`src/rtl/rtc_bus_ctl.sv`:
```
module rtc_bus_ctl #(
  parameter int ADJ_CYCLES  = 16,
  parameter int BUSY_CYCLES = 4
) (
  input  logic       clk,
  input  logic       rst_n,
  input  logic       ale,
  input  logic       cs0_n,
  input  logic       cs1,
  input  logic       rd_n,
  input  logic       wr_n,
  input  logic [3:0] addr,
  input  logic [3:0] data_in,
  output logic [3:0] data_out,
  output logic       data_oe,
  input  logic       sec_tick,
  input  logic       fast_tick,
  input  logic       irq_flag,
  input  logic [2:0] sec10,
  input  logic [3:0] ext_rdata,
  output logic       ext_we,
  output logic [3:0] ext_addr,
  output logic [3:0] ext_wdata,
  output logic       flag_clr,
  output logic       sec_inc,
  output logic       adj_zero,
  output logic       adj_carry,
  output logic       div_clr,
  output logic       div_run,
  output logic       mode_24h
);
  localparam int AW = $clog2(ADJ_CYCLES + 1);
  localparam int BW = $clog2(BUSY_CYCLES + 1);
  localparam logic [3:0] LOC_CTL = 4'hD;
  localparam logic [3:0] LOC_CFG = 4'hF;

  logic [3:0]    addr_hold, eff_addr, rdata;
  logic          wr_q, hold_r, rest_r, stop_r, test_r, mode_r, pending;
  logic [AW-1:0] adj_cnt;
  logic [BW-1:0] busy_cnt;
  logic          sel, commit, tick_now, busy, adj_on;

  assign sel      = cs1 & ~cs0_n;
  assign eff_addr = (ale & ~cs0_n) ? addr : addr_hold;
  assign commit   = sel & wr_n & ~wr_q;
  assign tick_now = test_r ? fast_tick : (sec_tick & ~rest_r & ~stop_r);
  assign busy     = hold_r & (busy_cnt != '0);
  assign adj_on   = adj_cnt != '0;

  always_comb begin
    case (eff_addr)
      LOC_CTL: rdata = {adj_on, irq_flag, busy, hold_r};
      LOC_CFG: rdata = {test_r, mode_r, stop_r, rest_r};
      default: rdata = ext_rdata;
    endcase
  end

  assign data_oe  = sel & ~rd_n & wr_n;
  assign data_out = data_oe ? rdata : 4'h0;
  assign div_clr  = rest_r & ~test_r;
  assign div_run  = ~(stop_r & ~test_r);
  assign mode_24h = mode_r;

  always_ff @(posedge clk or negedge rst_n) begin
    if (!rst_n) begin
      wr_q <= 1'b1;
      addr_hold <= '0;
      ext_we <= 1'b0;
      ext_addr <= '0;
      ext_wdata <= '0;
      flag_clr <= 1'b0;
      adj_zero <= 1'b0;
      adj_carry <= 1'b0;
      adj_cnt <= '0;
      hold_r <= 1'b0;
      rest_r <= 1'b0;
      stop_r <= 1'b0;
      test_r <= 1'b0;
      mode_r <= 1'b0;
      pending <= 1'b0;
      sec_inc <= 1'b0;
      busy_cnt <= '0;
    end else begin
      wr_q <= wr_n;
      if (ale & ~cs0_n) addr_hold <= addr;

      ext_we    <= commit && eff_addr != LOC_CTL && eff_addr != LOC_CFG;
      ext_addr  <= eff_addr;
      ext_wdata <= data_in;
      flag_clr  <= 1'b0;
      adj_zero  <= 1'b0;
      adj_carry <= 1'b0;
      if (adj_on) adj_cnt <= adj_cnt - 1'b1;

      if (commit && eff_addr == LOC_CTL) begin
        hold_r   <= data_in[0];
        flag_clr <= ~data_in[2];
        if (data_in[3] && !adj_on) begin
          adj_cnt   <= AW'(ADJ_CYCLES);
          adj_zero  <= 1'b1;
          adj_carry <= sec10 >= 3'd3;
        end
      end
      if (commit && eff_addr == LOC_CFG) begin
        rest_r <= data_in[0];
        stop_r <= data_in[1];
        test_r <= data_in[3];
        if (rest_r) mode_r <= data_in[2];
      end
      if (!cs1) begin
        hold_r <= 1'b0;
        rest_r <= 1'b0;
      end

      sec_inc <= 1'b0;
      if (!hold_r && (tick_now || pending)) begin
        sec_inc <= 1'b1;
        pending <= 1'b0;
      end else if (hold_r && tick_now) begin
        pending <= 1'b1;
      end

      if (tick_now) busy_cnt <= BW'(BUSY_CYCLES);
      else if (busy_cnt != '0) busy_cnt <= busy_cnt - 1'b1;
    end
  end
endmodule

```
`config.mk`:
```
export PLATFORM = sky130hd
export DESIGN_NAME = rtc_bus_ctl
export DESIGN_NICKNAME = d
export VERILOG_FILES = /design/src/rtl/rtc_bus_ctl.sv
export SDC_FILE = /design/constraint.sdc
export NUM_CORES = 1
export LEC_CHECK = 0
export BUFFER_PORTS_ARGS = -buffer_cell sky130_fd_sc_hd__clkbuf_2
export CORE_AREA = 2 2 57 59
export DETAILED_ROUTE_END_ITERATION = 12
export DIE_AREA = 0 0 59 61
export PLACE_DENSITY = 0.83
export SYNTH_ARGS = -nofsm -noshare
export SYNTH_HDL_FRONTEND = slang
export SYNTH_SLANG_ARGS = --single-unit
```
`constraint.sdc`:
```
create_clock -name clk -period 2.2 [get_ports clk]
set_clock_uncertainty 0.05 [all_clocks]
set_input_delay 0.22 -clock clk [delete_from_list [all_inputs] [get_ports clk]]
set_output_delay 0.22 -clock clk [all_outputs]
set_load 0.02 [all_outputs]
```
; ---- Yosys cells after proc, flatten, opt, wreduce, memory -nomap -nowiden
; Index checks and enable logic that the tools add are counted.
[word_totals]
memories = 0
rom_bits = 0
inputBits = 25
register_bits = 28
out_inout_bits = 21
latchBits = 0
ramBits = 0
[classes]
n_bitwise = 19
muxes = 21
mul = 0
n_reduce_logical = 15
shift = 0
div = 0
eq_ne = 6
addsub = 2
magnitude_cmp = 1
[op_table]
columns = operator, count
row1 = $mux 5, 3
row2 = $mux 1, 13
row3 = $and 1x1->1, 11
row4 = $eq 4x4->1 const B, 2
row5 = $mux 4, 2
row6 = $ne 4x4->1 const B, 2
row7 = $not 1->1, 8
row8 = $pmux 4 s2, 1
row9 = $logic_and 1x1->1, 7
row10 = $mux 3, 2
row11 = $reduce_bool 5->1, 1
row12 = $sub 5x1->5 const B, 1
row13 = $ne 2x1->1 const B, 2
row14 = $reduce_bool 2->1, 2
row15 = $ge 3x2->1 const B, 1
row16 = $reduce_bool 3->1, 1
row17 = $sub 3x1->3 const B, 1
row18 = $logic_not 1->1, 2
row19 = $reduce_and 2->1, 1
row20 = $logic_or 1x1->1, 1

; ---- Logic depth before layout (Yosys ltp)
[logic_depth]
word_depth = 7
depth_mapped = 6
mapped_depth_nobuf = 6

; ---- Least setup slack after synthesis
; No wires, ideal clock.
[synth_timing]
path_kind = register to output
from = register busy_cnt[0]
to = output data_out[1]
arrival_time_ps = 1546
setup_slack_ps = 384
path_stages_with_launch = 7
cell_sequence = dfrtp_1 -> inv_1 -> ha_1 -> nand2b_1 -> o2111ai_1 -> a21boi_0 -> a211oi_1
[synth_between]
elab_chain_len = 4
[synth_lines]
columns = item, line
row1 = from (decl), 40  ; logic [BW-1:0] busy_cnt;
row2 = from (signal assigned), 123  ; if (tick_now) busy_cnt <= BW'(BUSY_CYCLES);
row3 = from (signal assigned), 124  ; else if (busy_cnt != '0) busy_cnt <= busy_cnt - 1'b1;
row4 = $reduce_bool 3->1, 47  ; assign busy = hold_r & (busy_cnt != '0);
row5 = $and 1x1->1, 47
row6 = $pmux 4 s2, 51  ; case (eff_addr)
row7 = $mux 4, 59  ; assign data_out = data_oe ? rdata : 4'h0;
row8 = to (decl), 14  ; output logic [3:0] data_out,
; Every way passes these cells.

; ---- Worst setup path after layout
[layout_timing]
from = register addr_hold[1]
to = output data_out[1]
[layout_between]
elab_chain_len = 4
[layout_lines]
columns = item, line
row1 = from (decl), 37  ; logic [3:0] addr_hold, eff_addr, rdata;
row2 = from (signal assigned), 85  ; if (ale & ~cs0_n) addr_hold <= addr;
row3 = $mux 4 (*), n/a
row4 = named net eff_addr[1], 37
row5 = $eq 4x4->1, 51
row6 = $pmux 4 s2 (*), 51
row7 = $mux 4 (*), 59
; The timed path passes the listed nets; every way through them passes the cells marked *.

==> results by stage <==
Yosys:
- The net count after synthesis is 145.
- The fraction of synthesized area in multiplexers is between 10% and 20%.
- The cell count after synthesis came out at 117.
- The mapped cell area is roughly 0.0014 sq mm.
- The warning count from the yosys run is 0.
- The async set-reset flop share out of synthesis is 100%.
- The synthesized netlist devotes 2.51% of its cell area to XOR and XNOR gates.
- Dividing the synthesized area by the synthesized cell count gives between 10 and 15 sq um.
- The proportion of netlist area held by the largest area contributor is 48.4%.
- The number of synthesized flops with an enable pin is 0.
- Synthesis inferred 28 register bits.
- The simple-gate portion of the synthesized area is 20.1%.
- Ranked by instance count, the synthesized netlist is headed by sky130_fd_sc_hd__dfrtp_1 (27), sky130_fd_sc_hd__nor2_1 (11), sky130_fd_sc_hd__nand2_1 (9).
- The leading register cell type out of synthesis is sky130_fd_sc_hd__dfrtp_1.
- In the post-synthesis netlist, the cell with the most instances is sky130_fd_sc_hd__dfrtp_1.
- The unique cell type count in the Yosys netlist is 40.
- The fraction of the mapped netlist area in compound gates is roughly a tenth.
- The largest area contributor in the netlist is sky130_fd_sc_hd__dfrtp_1.
- The largest family of logic cells by synthesized area is simple AND/OR/NAND/NOR gates.
- By area the synthesized netlist is led by sky130_fd_sc_hd__dfrtp_1 (48%), sky130_fd_sc_hd__mux2i_4 (3.2%), sky130_fd_sc_hd__nor2_1 (3.0%).
- The synthesized netlist devotes 2.69% of its cell area to adder and majority cells.
- The sequential share of the synthesized area is 50.3%.

Timing:
- The maximum operating frequency is 0.478 GHz.
- The final setup slack of the worst path is 109 ps.
- The number of pins exceeding their max-slew limit in the final report was 0.
- Measured against its own limit, the worst slew margin works out to a little over 50%.
- The transition at the pin with the smallest max-transition slack is between 700 and 800 ps.
- The final critical path takes up between 90% and 100% of the cycle.
- The final number of hold-violating endpoints is 0.
- The final critical delay including setup and external delays is approximately 2100 ps.
- The number of endpoints failing setup at the final stage is 0.

Worst setup path:
- The sort of element at the end of the critical path is an output port.
- The biggest fanout along the worst timing path is 6.
- The type of the worst setup path is reg -> out.
- The critical path starts at addr_hold[1]$_DFF_PN0_.
- The startpoint identified for the worst register-to-register timing path is adj_cnt[0]$_DFF_PN0_.
- At the worst endpoint, the required time is ~1900 ps.
- The startpoint class of the critical path is a register.
- STA puts the critical path data arrival time at ~1800 ps.

Routing:
- The number of vias per cell is about 5.3.
- The routed layout has 1,112 vias.
- The pre-antenna-repair detailed-routing pass consisted of 4 iterations.
- The post-route DRC violation count is 0.
- The wire length after detailed routing is about 3000 um.
- After the first detailed-routing iteration, the DRC count stood at 40.
- In the final routed layout, each cell accounts on average for roughly 14 um.
- The antenna violation net count after detailed routing is 0.

Run status:
- The run finished with clean final reports.

Power:
- The part of the power in combinational logic is a little over a third.
- The power density over the cells is 875 mW/mm^2.
- The internal portion of the total power is between 1 and 1.5 mW.
- Summed over all nets, the switching power comes to ~0.52 mW.
- The part of the power in registers is 42.7%.
- Across the VDD grid, the largest voltage drop is between 0.0004 and 0.0005 V.
- The analysis attributes to cell leakage a power of around 0.9 nW.
- Net switching is 32.5% of the power.
- In this run, the clock network consumes a little over a fifth of the power.

Job:
- Max-cap violations in this run came to 0.

Clocking:
- After clock tree synthesis, the clock-pin slew on the worst setup and hold paths is about 160 ps.
- The root buffer selected by CTS is sky130_fd_sc_hd__clkbuf_4.
- The number of buffers on the longest clock path is 2.
- The H-tree depth reported by CTS is 1.
- The number of clock buffers added by TritonCTS is 3.
- The total number of clock tree sinks is 28.
- The source-to-sink clock delay at the later pin of the worst-skew pair is 330 ps.
- The clock tree from TritonCTS is built.

Floorplan:
- In this run the count of I/O pins placed on the die edge is 46.
- The width of the die is 59 um.
- Once the floorplan was initialized, standard cells occupied between 40% and 50% of the core.
- The die covers approximately 0.0036 sq mm.
- In this run the vertical extent of the chip is 61 um.
- The number of cell rows is 20.
- In this run the standard cell core region covers ~0.0030 sq mm.

Cells and area:
- The final non-filler cell total is between 200 and 250.
- The final layout contains about 210 nets.
- The area added between synthesis and finish is 29.7%.
- The utilization after layout is about three fifths.
- 0 antenna diodes ended up in the layout.
- The ratio of cells with drive above 1 in the final layout is between 40% and 50%.

GRT:
- The number of antenna violations at the first check in global routing is 0.
- After global routing the overflow that remains totals 0.
- In the global route stage, overall resource usage came out at approximately 18%.
- The first-pass GRT wire length is between 4000 and 5000 um.
- The maximum number of pins on one net before global-route repair is 29.
- The number of global-route vias before repair is between 1,000 and 1,500.

Placed design:
- The count of placed standard cells including taps is between 150 and 200.
- Timing analysis after detailed placement gives a worst setup slack of 260 ps.
- The wire-length estimate of the detail-placed layout is between 2000 and 2500 um.
- The count of buffers added on input and output ports is between 40 and 50.
- At the end of routability-driven placement, the weighted congestion stood at 0.810.

Hold path:
- The startpoint identified for the worst hold timing path is sec10[2].
- The tightest min-delay check is of the in -> reg type.
==> power groups by stage <==
| stage | Sequential (mW) | Combinational, mW | Clock (mW) |
|---|---|---|---|
| detailed placement | 0.689 | 0.485 | 0 |
| global route | 0.688 | 0.627 | 0.370 |
| CTS | 0.679 | 0.519 | 0.344 |
| finish | 0.676 | 0.564 | 0.343 |
| global placement | 0.680 | 0.455 | 0 |
| floorplan | 0.695 | 0.346 | 0 |
==> what timing repair did <==
item / CTS / global route
hold buffers: 6 / 0
endpoints found under the hold margin: 32 / 0
gates resized for setup: 1 / 2
endpoints found under the setup margin: 2 / 2
pin swaps: 0 / 2
setup buffers: 2 / 4
==> cell type report <==
| class | instances | area [sq um] |
|---|---|---|
| clock buffers | 3 | 22.5 |
| clock inverters | 1 | 30.0 |
| fillers | 259 | 1140 |
| inverters | 9 | 36.3 |
| multi-input cells | 79 | 646 |
| flip-flops and latches | 28 | 702 |
| well taps | 33 | 41.3 |
| repair buffers | 57 | 333 |
==> metrics by stage <==
stage | area [sq um] | power (mW) | hold WS, ps | TNS [ps]
after floorplan | 1400 | 1.04 | -126 | 0
after global placement | 1650 | 1.14 | 231 | 0
after detailed placement | 1650 | 1.17 | 250 | 0
after CTS | 1780 | 1.54 | 80.9 | 0
after global routing | 1810 | 1.69 | 67.7 | -43.7
final | 1810 | 1.58 | 78.0 | 0
==> worst max-delay path, cell delays in order, from the launching register on <==
cell and delay [ps]:
sky130_fd_sc_hd__dfrtp_1 460, sky130_fd_sc_hd__a21boi_2 320, sky130_fd_sc_hd__inv_1 180, sky130_fd_sc_hd__a21boi_0 250
sky130_fd_sc_hd__a211oi_1 110, sky130_fd_sc_hd__buf_4 170
==> cell usage in the layout (no fill, tap or decap), drive strengths merged, types with 2 or more instances in the layout <==
cell and instances:
dfrtp 27, or3 2, buf 7, nand4 2
mux2 6, nand2 9, nor2b 4, a21oi 6
ha 3, dlygate4sd3 6, a21boi 2, nor2 12
nor4b 2, clkbuf 47, mux2i 6, inv 9
nand2b 3, xnor2 4, a211oi 4, o2111ai 2
nor4 2
==> sequential cells by signal, summed over array words and instances, names as in the netlist, 3 cells and up <==
register and count:
addr_hold 4, busy_cnt 3, ext_wdata 4, adj_cnt 5
==> metal layers <==
metal	share of wire [%]	GRT usage, %	vias up
li1	-	-	531
met2	51	32.9	49
met1	42	22.4	532
met5	0	0	-
met3	6.9	3.84	0
met4	0	2.92	0
==> path summary, 6_finish.rpt <==
| check | to | slack [ps] | depth (start not counted) |
|---|---|---|---|
| setup / recovery | data_out[1] | 110 | 5 |
| hold / removal | adj_carry$_DFF_PN0_ | 80 | 3 |
| setup reg to reg | adj_carry$_DFF_PN0_ | 370 | 7 |
| hold reg to reg | pending$_DFFE_PN0P_ | 480 | 2 |
| max in group asynchronous | addr_hold[2]$_DFF_PN0_ | 1280 | 2 |
| min in group asynchronous | ext_wdata[0]$_DFF_PN0_ | 380 | 2 |
==> cells by family after synthesis <==
logic type,Yosys count
and+or+nand+nor,41
AOI/OAI and AO/OA,19
DFF,28
adders and majority gates,3
muxes,12
buffers and inverters,10
xor gates and xnor gates,4
Note: power is estimated with default switching activity, not from simulation.
